**src/rtl/mbx_pkg.sv**
```systemverilog
package mbx_pkg;

    localparam int STATUS_W = 8;

    localparam logic [7:0] CMD_NORMAL = 8'h01;
    localparam logic [7:0] CMD_EOC    = 8'h03;
    localparam logic [7:0] CMD_CANCEL = 8'h22;

    typedef enum logic [1:0] {
        MODE_IDLE = 2'd0,
        MODE_RECV = 2'd1,
        MODE_BUSY = 2'd2
    } mode_e;

    typedef struct packed {
        logic [1:0] rsvd;
        logic       data_rdy;
        logic       cmd_rdy;
        logic       cmd_tag;
        logic       mark;
        logic       in_full;
        logic       out_full;
    } status_t;

    typedef struct packed {
        logic data_wr;
        logic norm;
        logic eoc;
        logic cancel;
        logic data_rd;
    } host_ev_t;

    function automatic status_t build_status(input mode_e mode, input logic tag,
                                             input logic mark, input logic ifull,
                                             input logic ofull);
        status_t s;
        s.rsvd     = 2'b00;
        s.data_rdy = (mode == MODE_RECV);
        s.cmd_rdy  = (mode == MODE_IDLE);
        s.cmd_tag  = tag;
        s.mark     = mark;
        s.in_full  = ifull;
        s.out_full = ofull;
        return s;
    endfunction

endpackage

```
**src/rtl/mbx_host_decode.sv**
```systemverilog
module mbx_host_decode
    import mbx_pkg::*;
#(
    parameter int DATA_W = 8
) (
    input  logic              host_sel,
    input  logic              host_wr,
    input  logic              host_rd,
    input  logic [DATA_W-1:0] host_wdata,
    input  mode_e             mode,
    input  logic              in_full,
    output host_ev_t          ev
);
    logic cmd_wr;
    logic dat_wr;

    always_comb begin
        cmd_wr     = host_wr && host_sel;
        dat_wr     = host_wr && !host_sel;
        ev.cancel  = cmd_wr && (host_wdata == DATA_W'(CMD_CANCEL));
        ev.norm    = cmd_wr && !in_full && (mode == MODE_IDLE)
                     && (host_wdata == DATA_W'(CMD_NORMAL));
        ev.eoc     = cmd_wr && !in_full && (mode == MODE_RECV)
                     && (host_wdata == DATA_W'(CMD_EOC));
        ev.data_wr = dat_wr && !in_full && (mode == MODE_RECV);
        ev.data_rd = host_rd && !host_sel;
    end
endmodule

```
**src/rtl/mbx_inbound.sv**
```systemverilog
module mbx_inbound
    import mbx_pkg::*;
#(
    parameter int DATA_W = 8
) (
    input  logic              clk,
    input  logic              rst,
    input  host_ev_t          ev,
    input  logic [DATA_W-1:0] host_wdata,
    input  logic              cons_ready,
    output logic              in_full,
    output logic              cmd_tag,
    output logic [DATA_W-1:0] in_byte
);
    always_ff @(posedge clk) begin
        if (rst) begin
            in_full <= 1'b0;
            cmd_tag <= 1'b0;
            in_byte <= '0;
        end else if (ev.cancel) begin
            in_full <= 1'b0;
        end else if (ev.norm || ev.eoc) begin
            in_full <= 1'b1;
            cmd_tag <= 1'b1;
            in_byte <= host_wdata;
        end else if (ev.data_wr) begin
            in_full <= 1'b1;
            cmd_tag <= 1'b0;
            in_byte <= host_wdata;
        end else if (in_full && cons_ready) begin
            in_full <= 1'b0;
        end
    end
endmodule

```
**src/rtl/mbx_outbound.sv**
```systemverilog
module mbx_outbound
    import mbx_pkg::*;
#(
    parameter int DATA_W = 8
) (
    input  logic              clk,
    input  logic              rst,
    input  host_ev_t          ev,
    input  logic              prod_valid,
    input  logic [DATA_W-1:0] prod_data,
    input  logic              prod_mark,
    output logic              prod_ready,
    output logic              load,
    output logic              out_full,
    output logic              mark,
    output logic [DATA_W-1:0] out_byte
);
    assign prod_ready = !out_full && !ev.cancel;
    assign load       = prod_valid && prod_ready;

    always_ff @(posedge clk) begin
        if (rst) begin
            out_full <= 1'b0;
            mark     <= 1'b0;
            out_byte <= '0;
        end else if (ev.cancel) begin
            out_full <= 1'b0;
            mark     <= 1'b0;
        end else if (ev.data_rd && out_full) begin
            out_full <= 1'b0;
            mark     <= 1'b0;
        end else if (load) begin
            out_full <= 1'b1;
            mark     <= prod_mark;
            out_byte <= prod_data;
        end
    end
endmodule

```
**src/rtl/mbx_mode_fsm.sv**
```systemverilog
module mbx_mode_fsm
    import mbx_pkg::*;
(
    input  logic     clk,
    input  logic     rst,
    input  host_ev_t ev,
    input  logic     end_seen,
    output mode_e    mode
);
    mode_e mode_nx;

    always_comb begin
        mode_nx = mode;
        if (ev.cancel) begin
            mode_nx = MODE_IDLE;
        end else begin
            unique case (mode)
                MODE_IDLE: if (ev.norm) mode_nx = MODE_RECV;
                MODE_RECV: if (ev.eoc) mode_nx = MODE_BUSY;
                MODE_BUSY: if (end_seen) mode_nx = MODE_IDLE;
                default:   mode_nx = MODE_IDLE;
            endcase
        end
    end

    always_ff @(posedge clk) begin
        if (rst) mode <= MODE_IDLE;
        else     mode <= mode_nx;
    end
endmodule

```
**src/rtl/mbx_port.sv**
```systemverilog
module mbx_port
    import mbx_pkg::*;
#(
    parameter int DATA_W = 8
) (
    input  logic              clk,
    input  logic              rst,
    input  logic              host_sel,
    input  logic              host_wr,
    input  logic              host_rd,
    input  logic [DATA_W-1:0] host_wdata,
    output logic [DATA_W-1:0] host_rdata,
    output logic              cons_valid,
    input  logic              cons_ready,
    output logic [DATA_W-1:0] cons_data,
    output logic              cons_is_cmd,
    input  logic              prod_valid,
    output logic              prod_ready,
    input  logic [DATA_W-1:0] prod_data,
    input  logic              prod_mark
);
    host_ev_t          ev;
    mode_e             mode;
    logic              in_full;
    logic              cmd_tag;
    logic [DATA_W-1:0] in_byte;
    logic              ob_load;
    logic              out_full;
    logic              ob_mark;
    logic [DATA_W-1:0] out_byte;
    logic              end_seen;
    status_t           status_s;
    logic [STATUS_W-1:0] status_byte;

    mbx_host_decode #(.DATA_W(DATA_W)) u_dec (
        .host_sel   (host_sel),
        .host_wr    (host_wr),
        .host_rd    (host_rd),
        .host_wdata (host_wdata),
        .mode       (mode),
        .in_full    (in_full),
        .ev         (ev)
    );

    mbx_inbound #(.DATA_W(DATA_W)) u_in (
        .clk        (clk),
        .rst        (rst),
        .ev         (ev),
        .host_wdata (host_wdata),
        .cons_ready (cons_ready),
        .in_full    (in_full),
        .cmd_tag    (cmd_tag),
        .in_byte    (in_byte)
    );

    mbx_outbound #(.DATA_W(DATA_W)) u_out (
        .clk        (clk),
        .rst        (rst),
        .ev         (ev),
        .prod_valid (prod_valid),
        .prod_data  (prod_data),
        .prod_mark  (prod_mark),
        .prod_ready (prod_ready),
        .load       (ob_load),
        .out_full   (out_full),
        .mark       (ob_mark),
        .out_byte   (out_byte)
    );

    assign end_seen = ob_load && prod_mark && (prod_data == DATA_W'(CMD_EOC));

    mbx_mode_fsm u_fsm (
        .clk      (clk),
        .rst      (rst),
        .ev       (ev),
        .end_seen (end_seen),
        .mode     (mode)
    );

    always_comb begin
        status_s    = build_status(mode, cmd_tag, ob_mark, in_full, out_full);
        status_byte = status_s;
        host_rdata  = host_sel ? DATA_W'(status_byte) : out_byte;
    end

    assign cons_valid  = in_full;
    assign cons_data   = in_byte;
    assign cons_is_cmd = cmd_tag;
endmodule

```
**config.mk**
```make
export PLATFORM = sky130hd
export DESIGN_NAME = mbx_port
export DESIGN_NICKNAME = d
export VERILOG_FILES = /design/src/rtl/mbx_pkg.sv /design/src/rtl/mbx_host_decode.sv /design/src/rtl/mbx_inbound.sv /design/src/rtl/mbx_outbound.sv /design/src/rtl/mbx_mode_fsm.sv /design/src/rtl/mbx_port.sv
export SDC_FILE = /design/constraint.sdc
export NUM_CORES = 1
export LEC_CHECK = 0
export CELL_PAD_IN_SITES_DETAIL_PLACEMENT = 1
export CELL_PAD_IN_SITES_GLOBAL_PLACEMENT = 1
export CORE_ASPECT_RATIO = 0.9
export CORE_MARGIN = 2
export CORE_UTILIZATION = 31
export DETAILED_ROUTE_END_ITERATION = 12
export GPL_TIMING_DRIVEN = 0
export PLACE_DENSITY_LB_ADDON = 0.05
export SYNTH_ARGS = -nofsm -noshare
export SYNTH_HDL_FRONTEND = slang
export SYNTH_SLANG_ARGS = --single-unit
export TNS_END_PERCENT = 10
```
**constraint.sdc**
```tcl
create_clock -name clk -period 1.8 [get_ports clk]
set_input_delay 0.36 -clock clk [delete_from_list [all_inputs] [get_ports clk]]
set_output_delay 0.36 -clock clk [all_outputs]
set_load 0.005 [all_outputs]
```
# Word-level counts from Yosys, hierarchy flattened
# Cells that the tools add are included.
word_totals:
  reg_bits: 22
  latchBits: 0
  ramBits: 0
  mem_bits_ro: 0
  in_bits: 24
  out_inout_bits: 19
  wordCells: 60
  memories: 0
op_classes:
  add_sub_neg: 0
  mul: 0
  div: 0
  order_cmp: 0
  eq_ne: 9
  shift: 0
  n_mux: 12
  bitwise_logic: 2
  n_reduce_logical: 30
op_table:
  columns: ["cell", "count"]
  rows:
  - ["$mux 8", 3]
  - ["$logic_and 1x1->1", 17]
  - ["$eq 8x2->1 const B", 2]
  - ["$eq 8x1->1 const B", 1]
  - ["$eq 8x6->1 const B", 1]
  - ["$mux 2", 3]
  - ["$pmux 2 s3", 1]
  - ["$reduce_and 3->1", 2]
  - ["$mux 1", 5]
  - ["$logic_not 1->1", 4]
  - ["$ne 2x1->1 const B", 2]
  - ["$reduce_bool 3->1", 1]
  - ["$reduce_or 3->1", 1]
  - ["$eq 2x1->1 const B", 1]
  - ["$eq 2x2->1 const B", 1]
  - ["$logic_not 2->1", 1]
  - ["$ne 2x2->1 const B", 1]
  - ["$not 1->1", 2]
  - ["$reduce_and 2->1", 1]
  - ["$reduce_bool 2->1", 1]
  - ["$reduce_or 2->1", 1]
  - ["$logic_or 1x1->1", 1]

# Depth between registers and ports, before layout
# Gate-level depths: netlist (run 1).
depth:
  word_depth: 9
  mapped_depth: 5
  mapped_depth_nobuf: 4

# Modules after synthesis
# Synthesis (run 1) repeated with hierarchy kept, for this count alone.
hier_totals:
  hier_cells: 112
  area_unflattened_um2: 1123.6
by_module_without_submodules:
  columns: ["module", "n_inst", "cells_per_inst", "area_per_inst_um2", "seq_area_each_um2"]
  rows:
  - ["mbx_inbound", 1, 43, 440.4, 200.2]
  - ["mbx_outbound", 1, 34, 374.1, 200.2]
  - ["mbx_port", 1, 15, 121.4, 0.0]
  - ["mbx_host_decode", 1, 12, 100.1, 0.0]
  - ["mbx_mode_fsm", 1, 8, 87.6, 40.0]

# Worst setup path before layout (run 1)
# No wires, ideal clock.
synth_path:
  kind: "input-to-reg"
  startpoint: "input host_wdata[4]"
  endpoint: "register u_in.in_byte[0]"
  setup_ns: 0.117
  arrival_ns: 1.294
  required_ns: 1.683
  slack_ns: 0.389
  cell_stages: 5
  path_buffers: 1
  cell_sequence: "nor4_4 > and3_1 > clkbuf_4 > a211oi_4 > a22o_1"
synth_via:
  elab_chain_len: 5
  word_cells_on_any_way: 11
  cone_classes: "eq/ne (3); mux (1); bitwise (1); reduce/logical (6)"
synth_lines:
  columns: ["item", "line_no", "source"]
  rows:
  - ["from (decl)", "mbx_port.sv:11", "input logic [DATA_W-1:0] host_wdata,"]
  - ["$eq 8x1->1 / $eq 8x2->1 (equally long branches)", "mbx_host_decode.sv:22, mbx_host_decode.sv:24", null]
  - ["$logic_and 1x1->1 (on tied branches)", "mbx_host_decode.sv:22, mbx_host_decode.sv:24", null]
  - ["$logic_or 1x1->1", "mbx_inbound.sv:22", "end else if (ev.norm || ev.eoc) begin"]
  - ["$reduce_bool 2->1 (no source line)", null, null]
  - ["$reduce_and 2->1 (no source line)", null, null]
  - ["to (signal assigned)", "mbx_inbound.sv:25", "in_byte <= host_wdata;"]
  - ["to (signal assigned)", "mbx_inbound.sv:29", "in_byte <= host_wdata;"]
  - ["to (decl)", "mbx_inbound.sv:13", "output logic [DATA_W-1:0] in_byte"]
# Parallel ways exist; a longest one is shown, timed or not.
# A chain may end at the register's enable or synchronous reset.

# Worst setup path in the final report (run 1)
layout_path:
  startpoint: "input host_sel"
  endpoint: "output host_rdata[5]"
layout_via:
  elab_chain_len: 1
layout_lines:
  columns: ["item", "line_no", "source"]
  rows:
  - ["from (decl)", "mbx_port.sv:8", "input logic host_sel,"]
  - ["$mux 8", "mbx_port.sv:83", "host_rdata = host_sel ? DATA_W'(status_byte) : out_byte;"]
  - ["to (decl)", "mbx_port.sv:12", "output logic [DATA_W-1:0] host_rdata,"]
# No other way between the ends.

==> qor.csv, run 1 <==
stage,metric,value,unit
outcome,outcome,finished clean,
yosys,synth_top_area_frac,0.428,
critical_path,timing.rr.end,u_in.in_byte[4]$_SDFFE_PP0P_,
sta,drv_slew,0,
yosys,ys_top_cells_by_count,"dfxtp_1 (22), nor2_1 (16), mux2i_1 (9)",
yosys,synth-seq-cells,22,
clock_network,cts.path.max_buffers,2,
yosys,synth-edff-count,0,
power,power.leakage,0.660,nW
finish,antenna_cells,0,
finish,syn2layout_area_growth,53.5,%
floorplan,chipHeight,58.6,µm
detailed_routing,viasPerCell,4.99,
yosys,synth_fp_nets,125,
detailed_routing,top_layer,met4,
global_route,grt_max_degree,12,
critical_path,crit_required,1440,ps
yosys,ys_seq_area_frac,0.428,
placement,gp_congestion,0.756,
finish,nets,176,
global_route,grtUsageTotal,0.172,
critical_path,r2r_slack,260,ps
clock_network,root_buffer,clkbuf_8,
min_path,hp-class,in2reg,
sta,finalCriticalPeriod,1710,ps
yosys,syn_area,0.00103,mm²
placement,io_buffers,42,
critical_path,slowest_stage,mux2_2,
critical_path,r2r_cells,5,
critical_path,cp_top_family,buffers and inverters,
sta,maxSlewHeadroom,0.625,
detailed_routing,wl_per_cell,15.8,µm
sta,hold_viol,0,
yosys,ys_async_sr_fraction,0,
global_route,grt_pass1_vias,1016,
critical_path,worstSetupEndpointType,primary output,
sta,rsz0062_at_grt,false,
floorplan,core-area,0.00311,mm²
detailed_routing,drt-total-wl,3040,µm
finish,drive_above_1_share,0.193,
placement,hpwl,2270,µm
critical_path,critPathLaunchType,primary input,
critical_path,arrival,1350,ps
critical_path,crit_path_max_fanout,5,
critical_path,crit_type,in2out,
power,power_density,623,mW/mm²
clock_network,holdBufCountCts,0,
detailed_routing,vias,958,
critical_path,crit_cells,4,
sta,max_slew.worst_pin.slew,558,ps
clock_network,cts_tree,done,
yosys,synth_cells,101,
yosys,syn_area_per_cell,10.2,µm²
detailed_routing,wl_met1,1380,µm
yosys,synth_flop_cell,dfxtp_1,
sta,post-route-period-util,0.950,
floorplan,initial_core_util,0.330,
clock_network,numCtsBuffers,3,
critical_path,endpoint,host_rdata[5],
placement,place_area,0.00150,mm²
finish,fill_cells,366,
critical_path,cp_slowest_stage_delay,330,ps
global_route,grt_overflow,0,
finish,multi_input_area,563,µm²
detailed_routing,first_pass_iters,4,
clock_network,cts.sinks,22,
detailed_routing,first_iter_violations,9,
sta,whs,474,ps
yosys,synth_cell_types,31,
detailed_routing,dr_wl_met3,147,µm
global_route,grt_pass1_wl,4930,µm
run,cap_violations,0,
clock_network,cts.clk_slew.worst_paths,90,ps
clock_network,h-tree-depth,1,
critical_path,rr_startpoint,u_in.in_full$_SDFFE_PP0P_,
floorplan,ioPinCount,43,
finish,stdcell_area,0.00158,mm²
yosys,synth_most_common_cell,dfxtp_1,
sta,finalClockSkew,14.5,ps
critical_path,path_buf_inv,3,
sta,finalSetupViolCount,0,
floorplan,die_w,64.7,µm
power,ir_drop,543,µV
finish,final_core_util,0.507,
detailed_routing,wl_met2,1490,µm
finish,seqCellArea,443,µm²
yosys,synthTopCellsByArea,"dfxtp_1 (43%), mux2i_1 (8.8%), a22o_1 (6.8%)",
critical_path,cp-startpoint,host_sel,
detailed_routing,drtAntennaViolNets,0,
yosys,yosys_warnings,0,
floorplan,placementRows,19,
clock_network,clkLatencyLatePin,260,ps
critical_path,path_cells,clkdlybuf4s15_2 > clkbuf_8 > mux2_2 > dlygate4sd2_1,
detailed_routing,drc,0,
sta,fin_setup_tns,0,ps
floorplan,dieArea,0.00380,mm²
sta,fmax,0.585,GHz
yosys,synth_largest_area_cell,dfxtp_1,
global_route,antenna_found_initial,0,
per-stage QoR:
step / cells / setup WS (ps) / total power, mW
2_1_floorplan: 101 / 389 / 0.591
3_3_place_gp: 185 / -776 / 0.692
3_5_place_dp: 185 / -781 / 0.696
4_1_cts: 192 / -56.6 / 0.992
5_1_grt: 192 / 15.6 / 1.03
6_report: 192 / 89.8 / 0.983
per-layer routing:
| layer | track usage | vias to the layer above |
|---|---|---|
| li1 | - | 467 |
| met2 | 0.303 | 25 |
| met3 | 0.0440 | 2 |
| met5 | 0 | - |
| met4 | 0.0334 | 0 |
| met1 | 0.215 | 464 |
how the worst min path moves through the flow:
stage	start	end	slack (ps)	depth (start not counted)
floorplan	u_out.out_byte[6]$_SDFFE_PP0P_	u_out.out_byte[6]$_SDFFE_PP0P_	450	2
finish	host_wdata[0]	u_in.in_byte[0]$_SDFFE_PP0P_	470	2
global route	host_wdata[2]	u_in.in_byte[2]$_SDFFE_PP0P_	500	2
detailed placement	u_in.in_byte[6]$_SDFFE_PP0P_	u_in.in_byte[6]$_SDFFE_PP0P_	470	1
CTS	host_wdata[0]	u_in.in_byte[0]$_SDFFE_PP0P_	480	2
global placement	u_in.in_byte[1]$_SDFFE_PP0P_	u_in.in_byte[1]$_SDFFE_PP0P_	460	1
flip-flops by register name, indices dropped and copies added (netlist names):
register and flops:
u_fsm.mode 2, u_in.cmd_tag 1, u_in.in_byte 8, u_in.in_full 1, u_out.mark 1, u_out.out_byte 8, u_out.out_full 1
cell families after synthesis:
kind of cell | share of synthesized area
buffers and inverters | 0.0329
AND/OR/NAND/NOR | 0.220
AO/OA/AOI/OAI | 0.157
flip-flops | 0.428
multiplexers | 0.153
XOR/XNOR | 0.00852
cells in the final DEF, fill, tap and decap left out, drive strengths merged, types with 4 or more instances in the layout:
cell           Yosys  layout
a21oi              5       5
a22o               8       8
buf                1       4
clkbuf             3       8
clkdlybuf4s50      0      24
dfxtp             22      22
dlygate4sd2        0      15
mux2               6       6
mux2i              9       9
nand2b             4       4
nor2              16      16
power breakdown:
part	leakage [nW]	switching [mW]	internal [mW]
clock	0.0216	0.155	0.149
sequential	0.180	0.0102	0.502
combinational	0.458	0.0721	0.0952
cell type report:
class                   instances  area share
multi-input cells              72       0.357
flip-flops and latches         22       0.281
repair buffers                 46       0.275
well taps                      42      0.0333
clock buffers                   3      0.0261
plain buffers                   4      0.0214
inverters                       3     0.00713
what timing repair did:
action | in CTS | in global routing
gates cloned | 1 | 0
setup endpoints to repair | 21 | 6
pin swaps | 3 | 2
resized for setup | 27 | 6
buffers inserted | 3 | 0
endpoints found under the hold margin | 0 | 0
Note: power is estimated with default switching activity, not from simulation.
==> run 2, diff against run 1 <==
Settings changed: CORE_UTILIZATION 31 to 32, CTS_BUF_LIST set to sky130_fd_sc_hd__clkbuf_4, SETUP_SLACK_MARGIN set to 0.1.
==> run 2 against run 1 <==
Cell count is 1.6% higher. Via count is 0.52% higher. Wire length is 0.53% higher. Design area is 0.55% lower. Clock skew is 5.9 ps lower. Die area is 2.9% lower. Worst setup slack better by 12 ps. Sequential share of layout area is 0.48 points higher. Critical path depth is 1 higher. Non-clock buffer count is 3 higher. Clock power is 25% lower. Hold slack worse by 170 ps. Critical path type unchanged. Largest cell class unchanged. Highest routed layer unchanged.
==> qor.csv, run 2 (same netlist as run 1, synthesis figures left out) <==
stage,metric,value,unit,change
sta,fmax,0.589,GHz,+0.72%
detailed_routing,vias,963,,+0.52%
power,ir_drop,327,µV,-40%
finish,nets,179,,+1.7%
global_route,grt_pass1_wl,5110,µm,+3.5%
floorplan,placementRows,19,,unchanged
power,power.share.switching,0.257,,+0.0151
detailed_routing,viasPerCell,4.94,,-1.0%
sta,post-route-period-util,0.943,,-0.00678
floorplan,initial_core_util,0.335,,+0.00512
sta,hold_viol,0,,unchanged
floorplan,dieArea,0.00368,mm²,-2.9%
power,clkPwrFrac,0.253,,-0.056
finish,layout_commonest_cell,clkdlybuf4s50_1,,
sta,whs,305,ps,-169 ps
placement,dp_slack,-776,ps,+4.89 ps
detailed_routing,first_iter_violations,35,,+26
finish,final_cells,195,,+1.6%
clock_network,cts_tree,done,,
critical_path,crit_path_max_fanout,3,,-2
sta,fin_ws,102,ps,+12.2 ps
sta,finalSetupViolCount,0,,unchanged
power,p_comb_frac,0.184,,+0.014
clock_network,clkLatencyLatePin,310,ps,+50 ps
min_path,hp-class,in2reg,,
floorplan,core-area,0.00307,mm²,-1.5%
sta,maxSlewHeadroom,0.642,,+0.0163
finish,syn2layout_area_growth,52.7,%,
detailed_routing,drtAntennaViolNets,0,,unchanged
clock_network,cts.clk_slew.worst_paths,130,ps,+40 ps
global_route,antenna_found_initial,0,,unchanged
min_path,hp-start,host_wdata[1],,
placement,dp_cells,185,,unchanged
detailed_routing,wl_per_cell,15.6,µm,-1.0%
detailed_routing,drt-total-wl,3050,µm,+0.53%
placement,io_buffers,42,,unchanged
floorplan,chipHeight,57.8,µm,-1.5%
placement,place_area,0.00150,mm²,unchanged
sta,finalCriticalPeriod,1700,ps,-12.2 ps
sta,fin_setup_tns,0,ps,unchanged
clock_network,cts.sinks,22,,unchanged
finish,reg_top3,"u_in.in_byte x8, u_out.out_byte x8, u_fsm.mode x2",,
finish,most-common-layout-cells,"clkdlybuf4s50_1 (23), dfxtp_1 (20), nor2_1 (15)",,
global_route,grt_pass1_vias,1045,,+2.9%
critical_path,worstSetupEndpointType,primary output,,
global_route,grt_overflow,0,,unchanged
detailed_routing,drc,0,,unchanged
placement,hpwl,2240,µm,-1.2%
finish,drive_above_1_share,0.242,,+0.0485
critical_path,crit_type,in2out,,
clock_network,root_buffer,clkbuf_4,,
power,power.switching,0.232,mW,-2.3%
power,p_seq_frac,0.563,,+0.043
run,cap_violations,0,,unchanged
critical_path,arrival,1340,ps,about the same
power,intPower,0.672,mW,-9.9%
floorplan,ioPinCount,43,,unchanged
critical_path,critPathLaunchType,primary input,,
critical_path,crit_required,1440,ps,about the same
sta,drv_slew,0,,unchanged
critical_path,rr_startpoint,u_in.in_full$_SDFFE_PP0P_,,
floorplan,die_w,63.8,µm,-1.5%
global_route,grt_max_degree,12,,unchanged
outcome,outcome,finished clean,,
sta,finalClockSkew,8.60,ps,-5.92 ps
placement,gp_congestion,0.738,,-2.4%
sta,max_slew.worst_pin.slew,533,ps,-24.6 ps
clock_network,h-tree-depth,1,,unchanged
sta,rsz0062_at_grt,true,,
finish,antenna_cells,0,,unchanged
power,power_density,576,mW/mm²,-7.5%
clock_network,cts.path.max_buffers,2,,unchanged
critical_path,cp-startpoint,host_wdata[0],,
power,power.leakage,0.662,nW,+0.35%
finish,stdcell_area,0.00157,mm²,-0.55%
clock_network,numCtsBuffers,3,,unchanged
global_route,grtUsageTotal,0.179,,+0.00681
detailed_routing,first_pass_iters,4,,unchanged
run 2: cell types whose count changed in the layout (fill, tap and decap cells not counted), moves of 2 or more:
cell / before / now
buf_4: 4 / 8
clkbuf_4: 1 / 4
clkbuf_8: 5 / 2
dlygate4sd2_1: 15 / 12
buf_2: 0 / 2
dfxtp_2: 2 / 0
dfxtp_4: 0 / 2
run 2: metal layers:
metal	up-vias	wire length [µm]	track usage
li1	474	-	-
met2	16	1510	0.305
met3	2	88	0.0408
met4	0	17	0.0280
met1	471	1440	0.239
met5	-	0	0
run 2: worst max-delay path: stages:
cell	delay [ps]
dlygate4sd2_1	260
and4b_1	270
and3_4	200
nor2_1	40
clkdlybuf4s15_2	210
run 2: final cells by class:
class / instances / area [µm²]
fillers: 361 / 1500
multi-input cells: 72 / 559
flip-flops and latches: 22 / 448
repair buffers: 49 / 443
well taps: 42 / 52.6
plain buffers: 4 / 33.8
clock buffers: 3 / 22.5
inverters: 3 / 11.3
run 2: final timing paths:
check / end / slack, ps / cells past startpoint
min: u_fsm.mode[0]$_SDFFE_PP0P_ / 300 / 2
max: prod_ready / 100 / 5
min reg2reg: u_fsm.mode[0]$_SDFFE_PP0P_ / 480 / 1
max reg2reg: u_in.in_byte[4]$_SDFFE_PP0P_ / 260 / 5
run 2: metrics by stage:
| stage | utilization | power, mW |
|---|---|---|
| 6_report | 0.512 | 0.904 |
| 5_1_grt | 0.512 | 0.957 |
| 4_1_cts | 0.511 | 0.922 |
| 3_5_place_dp | 0.490 | 0.695 |
| 3_3_place_gp | 0.490 | 0.691 |
| 2_1_floorplan | - | 0.591 |
run 2: power by group through the flow:
stage	sequential (mW)	clock, mW	combinational (mW)
floorplan	0.520	0	0.0713
global placement	0.522	0	0.169
detailed placement	0.523	0	0.171
CTS	0.511	0.242	0.169
global route	0.512	0.264	0.181
finish	0.509	0.229	0.166
run 2: what timing repair did:
action | CTS | global route
hold buffers | 0 | 0
gates cloned | 1 | 0
setup buffers | 4 | 2
gates resized for setup | 43 | 5
pin swaps | 3 | 2
endpoints found under the setup margin | 19 | 4
==> run 3, diff against run 2 <==
Settings changed: ABC_CLOCK_PERIOD_IN_PS set to 1800.
==> results of run 3 <==
No change in the layout: final DEF, timing and power equal those of run 2.
